[config.mk]
export PLATFORM = sky130hd
export DESIGN_NAME = lw_burst_port
export DESIGN_NICKNAME = d
export VERILOG_FILES = /design/src/rtl/wburst_pkg.sv /design/src/rtl/wburst_seq.sv /design/src/rtl/wburst_bank.sv /design/src/rtl/lw_burst_port.sv
export SDC_FILE = /design/constraint.sdc
export NUM_CORES = 1
export LEC_CHECK = 0
export BUFFER_PORTS_ARGS = -buffer_cell sky130_fd_sc_hd__buf_2
export CORE_AREA = 5 5 202 400
export DETAILED_ROUTE_END_ITERATION = 12
export DIE_AREA = 0 0 207 405
export PLACE_DENSITY = 0.8
export SYNTH_ARGS = -nofsm -noshare
export SYNTH_HDL_FRONTEND = slang
export SYNTH_SLANG_ARGS = --single-unit
[constraint.sdc]
create_clock -name clk -period 2.12 [get_ports clk]
set_input_delay 0.106 -clock clk [delete_from_list [all_inputs] [get_ports clk]]
set_output_delay 0.106 -clock clk [all_outputs]
set_load 0.05 [all_outputs]
[src/rtl/wburst_pkg.sv]
package wburst_pkg;
  localparam int LANE_W = 9;
  localparam int BEATS  = 4;

  typedef enum logic [1:0] {
    WB_IDLE = 2'd0,
    WB_LO   = 2'd1,
    WB_HI   = 2'd2
  } wb_phase_e;
endpackage

[src/rtl/wburst_seq.sv]
module wburst_seq
  import wburst_pkg::*;
#(
  parameter int AW = 4
) (
  input  logic          clk,
  input  logic          rst,
  input  logic          wr_n,
  input  logic [AW-1:0] addr_w,
  output logic          we_lo,
  output logic          we_hi,
  output logic [AW-1:0] waddr
);
  wb_phase_e phase;

  always_ff @(posedge clk) begin
    if (rst) begin
      phase <= WB_IDLE;
      waddr <= '0;
    end else begin
      case (phase)
        WB_LO: phase <= WB_HI;
        default: begin
          if (!wr_n) begin
            phase <= WB_LO;
            waddr <= addr_w;
          end else begin
            phase <= WB_IDLE;
          end
        end
      endcase
    end
  end

  assign we_lo = (phase == WB_LO);
  assign we_hi = (phase == WB_HI);


  burst_hold_chk: assert property (@(posedge clk) disable iff (rst)
    we_lo |=> we_hi);


  waddr_hold_chk: assert property (@(posedge clk) disable iff (rst)
    we_lo |=> $stable(waddr));


  accept_chk: assert property (@(posedge clk) disable iff (rst)
    (!we_lo && !wr_n) |=> (we_lo && waddr == $past(addr_w)));


  no_cmd_idle_chk: assert property (@(posedge clk) disable iff (rst)
    (!we_lo && wr_n) |=> (!we_lo && !we_hi));
endmodule

[src/rtl/wburst_bank.sv]
module wburst_bank
  import wburst_pkg::*;
#(
  parameter int AW    = 4,
  parameter int LANES = 2
) (
  input  logic                  clk,
  input  logic                  we,
  input  logic [AW-1:0]         wa,
  input  logic [LANES*LANE_W-1:0] din,
  input  logic [LANES-1:0]      bw_n,
  input  logic                  re,
  input  logic [AW-1:0]         ra,
  output logic [LANES*LANE_W-1:0] dout
);
  localparam int DEPTH = 1 << AW;

  for (genvar j = 0; j < LANES; j++) begin : g_lane
    logic [LANE_W-1:0] mem [DEPTH];
    logic [LANE_W-1:0] q;

    always_ff @(posedge clk) begin
      if (we && !bw_n[j]) mem[wa] <= din[j*LANE_W +: LANE_W];
      if (re) q <= mem[ra];
    end

    assign dout[j*LANE_W +: LANE_W] = q;
  end
endmodule

[src/rtl/lw_burst_port.sv]
module lw_burst_port
  import wburst_pkg::*;
#(
  parameter int AW    = 4,
  parameter int LANES = 2,
  localparam int W    = LANES * LANE_W
) (
  input  logic               clk,
  input  logic               rst,
  input  logic               wr_n,
  input  logic [AW-1:0]      addr_w,
  input  logic [W-1:0]       d_rise,
  input  logic [W-1:0]       d_fall,
  input  logic [LANES-1:0]   bw_rise_n,
  input  logic [LANES-1:0]   bw_fall_n,
  input  logic               rd_n,
  input  logic [AW-1:0]      addr_r,
  output logic [BEATS*W-1:0] rd_data,
  output logic               rd_valid
);
  logic          we_lo, we_hi;
  logic [AW-1:0] waddr;

  wburst_seq #(.AW(AW)) u_seq (
    .clk(clk), .rst(rst), .wr_n(wr_n), .addr_w(addr_w),
    .we_lo(we_lo), .we_hi(we_hi), .waddr(waddr)
  );

  for (genvar k = 0; k < BEATS; k++) begin : g_bank
    logic [W-1:0] q;
    wburst_bank #(.AW(AW), .LANES(LANES)) u_bank (
      .clk (clk),
      .we  ((k < 2) ? we_lo : we_hi),
      .wa  (waddr),
      .din ((k % 2 == 0) ? d_rise : d_fall),
      .bw_n((k % 2 == 0) ? bw_rise_n : bw_fall_n),
      .re  (!rd_n),
      .ra  (addr_r),
      .dout(q)
    );
    assign rd_data[k*W +: W] = q;
  end

  always_ff @(posedge clk) begin
    if (rst) rd_valid <= 1'b0;
    else     rd_valid <= !rd_n;
  end


  rd_valid_set_chk: assert property (@(posedge clk) disable iff (rst)
    !rd_n |=> rd_valid);


  rd_valid_drop_chk: assert property (@(posedge clk) disable iff (rst)
    rd_n |=> !rd_valid);
endmodule

* After elaboration in Yosys (flattened, before gate mapping)
Memories as Yosys holds them, arrays and structs flattened. A register that Yosys moved wholly into a read port is not among the register bits. Cells that the tools add are included.
Storage, ports and cells: word-level logic and storage cells 57, output and inout port bits 73, bits of input ports 52, memory bits (writable) 1152, flip-flop bits (word level) 7, memories kept 8
Memory list:
- g_bank[0].u_bank.g_lane[0].mem | depth 16, width 9, read ports 1, clocked after memory_dff 1, wr ports 1, RTL line wburst_bank.sv:19 | logic [LANE_W-1:0] mem [DEPTH];
- g_bank[0].u_bank.g_lane[1].mem | depth 16, width 9, read ports 1, clocked after memory_dff 1, wr ports 1, RTL line wburst_bank.sv:19
- g_bank[1].u_bank.g_lane[0].mem | depth 16, width 9, read ports 1, clocked after memory_dff 1, wr ports 1, RTL line wburst_bank.sv:19
- g_bank[1].u_bank.g_lane[1].mem | depth 16, width 9, read ports 1, clocked after memory_dff 1, wr ports 1, RTL line wburst_bank.sv:19
- g_bank[2].u_bank.g_lane[0].mem | depth 16, width 9, read ports 1, clocked after memory_dff 1, wr ports 1, RTL line wburst_bank.sv:19
- g_bank[2].u_bank.g_lane[1].mem | depth 16, width 9, read ports 1, clocked after memory_dff 1, wr ports 1, RTL line wburst_bank.sv:19
- +2 memories
Cells by class: reduce and logical (&&, ||, !) cells 23, bitwise gates (word level) 2, equality and inequality tests 2, mux-type cells 18
Operators with widths (count):
- two-way mux 1 bit | 17
- logical NOT 1 bit | 13
- logical AND 1 bit | 8
- == test 2 x 1 -> 1 bit, second input constant | 1
- == test 2 bit, second input constant | 1
- two-way mux 2 bit | 1
- inverter 1 bit | 2
- AND reduction 2 bit | 1
- OR reduction 2 bit | 1

* Logic depth before layout (Yosys ltp)
depth in word-level cells 4, gate-level depth with buffers 6, depth with buffers taken out 3

* Cells and area by module
A second synthesis with hierarchy kept.
Second synthesis, totals: cell total of the unflattened synthesis 2070, area, all modules 46717.3 um2
By module, submodules not included:
- wburst_bank | cells each 511, area an instance 11608.6 um2, instances 4, seq. area each 9188.8 um2
- wburst_seq | cells each 23, area an instance 255.2 um2, instances 1, seq. area each 120.1 um2
- lw_burst_port | cells each 3, area an instance 27.5 um2, instances 1, seq. area each 20.0 um2

* Worst setup path before layout
Ideal clock, no wire load.
kind input to register, start in rd_n, end reg g_bank[0].u_bank.g_lane[0].q[0] (read register of g_bank[0].u_bank.g_lane[0].mem), enable pin, slack 192 ps, required time 1694 ps, library setup time 426 ps, path buffers 0, stages on the path 1, arrival 1502 ps, path through inv_1
On the way: longest elaborated chain between the ends 1
Ends and longest elaborated chain:
- start: declaration | RTL line lw_burst_port.sv:16 | input logic rd_n,
- logical NOT 1 bit (no source line)
- end: declaration | RTL line wburst_bank.sv:20 | logic [LANE_W-1:0] q;
Every way passes these cells. A chain may end at the register's enable or synchronous reset.

* Final worst setup path
start reg u_seq.phase[0], end mem g_bank[1].u_bank.g_lane[1].mem[5][4], enable pin
On the way: longest elaborated chain between the ends 4
Ends and longest elaborated chain:
- start: declaration | RTL line wburst_seq.sv:14 | wb_phase_e phase;
- start signal: assignment | RTL line wburst_seq.sv:18 | phase <= WB_IDLE;
- start signal: assignment | RTL line wburst_seq.sv:22 | WB_LO: phase <= WB_HI;
- start signal: assignment | RTL line wburst_seq.sv:25 | phase <= WB_LO;
- == test 2 x 1 -> 1 bit | RTL line wburst_seq.sv:35 | assign we_lo = (phase == WB_LO);
- logical AND 1 bit | RTL line wburst_bank.sv:23 | if (we && !bw_n[j]) mem[wa] <= din[j*LANE_W +: LANE_W];
- two-way mux 1 bit | RTL line wburst_bank.sv:23
- two-way mux 1 bit (not written as such) | RTL line wburst_bank.sv:23
- end: declaration | RTL line wburst_bank.sv:19
Every way passes these cells.

==> impl_metrics.tcl <==
set metrics [dict create \
    yosysMostFrequentCell "edfxtp_1" \
    synth_xor_area_share_pct 0 \
    grtUsageMet1_pct 34.3 \
    io_buffer_count 124 \
    dr_total_vias 22792 \
    power_density_mw_per_mm2 907 \
    critPathMaxFanout 16 \
    wl_um 106000 \
    yosys.area_share.simple_pct 2.12 \
    synth_nets 2080 \
    route.detailed.drc 0 \
    synthArstFlopShare_pct 0 \
    ant_nets 0 \
    rsz0062_at_grt "false" \
    final.period_utilization_pct 96.2 \
    ir_worst_vdd_mv 1.16 \
    muxShareOfSynthArea_pct 14.1 \
    arrival_ns 2.39 \
    slew_viol_final 0 \
    switchingPower_uw 10000 \
    avgSynthCellArea_sq_um 22.7 \
    slew_headroom_pct 30.0 \
    synth_area_leaders "edfxtp_1 80%, mux4_2 14%, a22oi_1 2.3%, nor2_1 1.1%, nand2_1 0.66%" \
    power_uw 48000 \
    tritoncts "yes" \
    yosys_warnings 0 \
    netlist_area_sq_mm 0.0461 \
    num_io_pins 125 \
    critPathKind "flop to flop" \
    start_util_pct 59.4 \
    grt_util_all_layers_pct 25.6 \
    tightest_slew_ns 1.05 \
    netlist_instances 2028 \
    pwr-share-seq_pct 56.3 \
    post_cts_buffers 0 \
    fmax_ghz 0.490 \
    ys_ff_latch 1231 \
    first_pass_iters 5 \
    core-area_sq_mm 0.0776 \
    syn_to_final_growth_pct 14.9 \
    ys_seq_area_share_pct 80.0 \
    grt.busiest_layer "met2" \
    layout-drive-gt1-share_pct 31.0 \
    htreeDepth 3 \
    cts.sinks 1231 \
    viasPerCell 6.51 \
    critPathLaunchType "flop" \
    p_int_uw 38000 \
    cts_root_buffer "clkbuf_16" \
    synth_edf_count 1224 \
    synthAdderAreaFrac_pct 0 \
    place.gp.congestion 0.789 \
    utilization_pct 68.2 \
    setup_viol 0 \
    grt_remaining_overflow 0 \
    yosysTopAreaCell "edfxtp_1" \
    cts_made_buffers 98 \
    antenna_found_initial 3 \
    drv_cap 0 \
    synth_top_family_by_area "multiplexers" \
    setup-tns-final_ns 0 \
    pwr-share-clk_pct 38.1 \
    dp_hpwl_um 59400 \
    status "complete, no violations" \
    synth_ff_type "edfxtp_1" \
    die_width_um 207 \
    initialDrtViolationCount 2893 \
    ys_types 20 \
    leakagePower_uw 0.0172 \
    switching_share_pct 20.9 \
    grt_use_met3_pct 4.57 \
    fp-row-count 145 \
    fp.dieH_um 405 \
    grt_pass1_vias 24120 \
    grtUsageMet2_pct 43.3 \
    hold_class "input pin to flop" \
    wl_per_cell_um 30.4 \
    die_area_sq_mm 0.0838 \
    grt_pass1_wl_um 159000 \
    synth_common_cells "1224 x edfxtp_1, 288 x mux4_2, 144 x a22oi_1, 133 x nor2_1, 81 x nand2_1" \
    grt_max_degree 73 \
    clk_latency_ns 0.65 \
    synth_top_area_share_pct 79.7 \
    cts_max_path_buffers 3 \
    layout_min_cycle_time_ns 2.04 \
    skew_ns 0.0166 \
    combPwrFrac_pct 5.6 \
    synth_compound_area_share_pct 2.43 \
    crit_required_ns 2.47 \
    final_nets 2444 \
    hold_violations 0 \
    end_kind "flop" \
    clk_pin_slew_ns 0.07 \
]
routing by layer:
metal | vias to the layer above | wire (um) | share of wire [%]
met5 | - | 0 | 0
li1 | 9211 | - | -
met2 | 1523 | 55200 | 52
met3 | 252 | 10200 | 9.5
met1 | 11806 | 37100 | 35
met4 | 0 | 4000 | 3.8
cell families after synthesis:
logic type / after synthesis
buffers and inverters: 113
and+or+nand+nor: 244
AOI/OAI and AO/OA: 152
muxes: 288
DFF: 1231
stage by stage:
stage	worst slack, ns	instances	instance area, sq um	hold WS [ns]
after floorplan	0.192	2028	46100	0.173
after global placement	0.129	3277	49300	0.295
after detailed placement	0.114	3277	49300	0.302
after CTS	0.135	3497	52900	0.00884
after global routing	0.0136	3497	52900	0.0212
final	0.0802	3499	52900	0.0323
registers in the layout, indices dropped and copies added (netlist names):
signal                    count
u_seq.waddr                   4
g_bank.u_bank.g_lane.q       72
rd_valid                      1
u_seq.phase                   2
g_bank.u_bank.g_lane.mem   1152
repair_timing:
item | CTS | global route
hold endpoints to repair | 994 | 0
gates resized for setup | 0 | 1
setup endpoints to repair | 0 | 1
hold buffers | 44 | 0
path summary, 6_finish.rpt:
check | from | to | slack, ns | cells after the start
setup / recovery | u_seq.phase[0] | g_bank[1].u_bank.g_lane[1].mem[5][4] | 0.08 | 5
setup reg to reg | u_seq.phase[0] | g_bank[1].u_bank.g_lane[1].mem[5][4] | 0.08 | 5
hold / removal | d_rise[11] | g_bank[0].u_bank.g_lane[1].mem[9][2] | 0.03 | 1
hold reg to reg | u_seq.phase[0] | u_seq.phase[1] | 0.56 | 2
worst max-delay path: stages, from the launching register on:
cell and delay [ns]:
dfxtp_1 0.37, nor2b_1 0.21, buf_4 0.15, nand2b_1 0.40, nor2_1 0.34, buf_4 0.26
layout by cell type, fill, tap and decap left out, types with 2 or more instances in the layout:
| master | n |
|---|---|
| inv_6 | 2 |
| buf_4 | 182 |
| clkinv_1 | 19 |
| nor2_1 | 132 |
| edfxtp_1 | 1224 |
| nand2_1 | 81 |
| clkinvlp_4 | 4 |
| buf_12 | 25 |
| clkbuf_1 | 18 |
| diode_2 | 2 |
| dlygate4sd3_1 | 44 |
| clkbuf_16 | 105 |
| nand3_1 | 10 |
| nor2b_4 | 2 |
| nand2b_1 | 8 |
| buf_2 | 122 |
| clkinv_2 | 17 |
| mux4_2 | 288 |
| o21ai_0 | 4 |
| a21oi_1 | 4 |
| buf_8 | 2 |
| nor2b_1 | 6 |
| dfxtp_1 | 7 |
| bufinv_16 | 9 |
| clkinv_4 | 3 |
| a22oi_1 | 144 |
power groups by stage:
stage	combinational (uW)	clock, uW	sequential, uW
3_5_place_dp	2550	0	27600
5_1_grt	2820	19700	27000
6_report	2670	18300	27100
3_3_place_gp	2460	0	27600
4_1_cts	2670	18500	27100
2_1_floorplan	1150	0	27900
cell type report:
type,instances,area [sq um]
Antenna cell,2,5.00
Clock buffer,123,2700
Clock inverter,53,495
Fill cell,4473,24700
Inverter,2,8.76
Multi-Input combinational cell,684,8610
Sequential cell,1231,36900
Tap cell,1029,1290
Timing Repair Buffer,375,2950
Note: power is estimated with default switching activity, not from simulation.
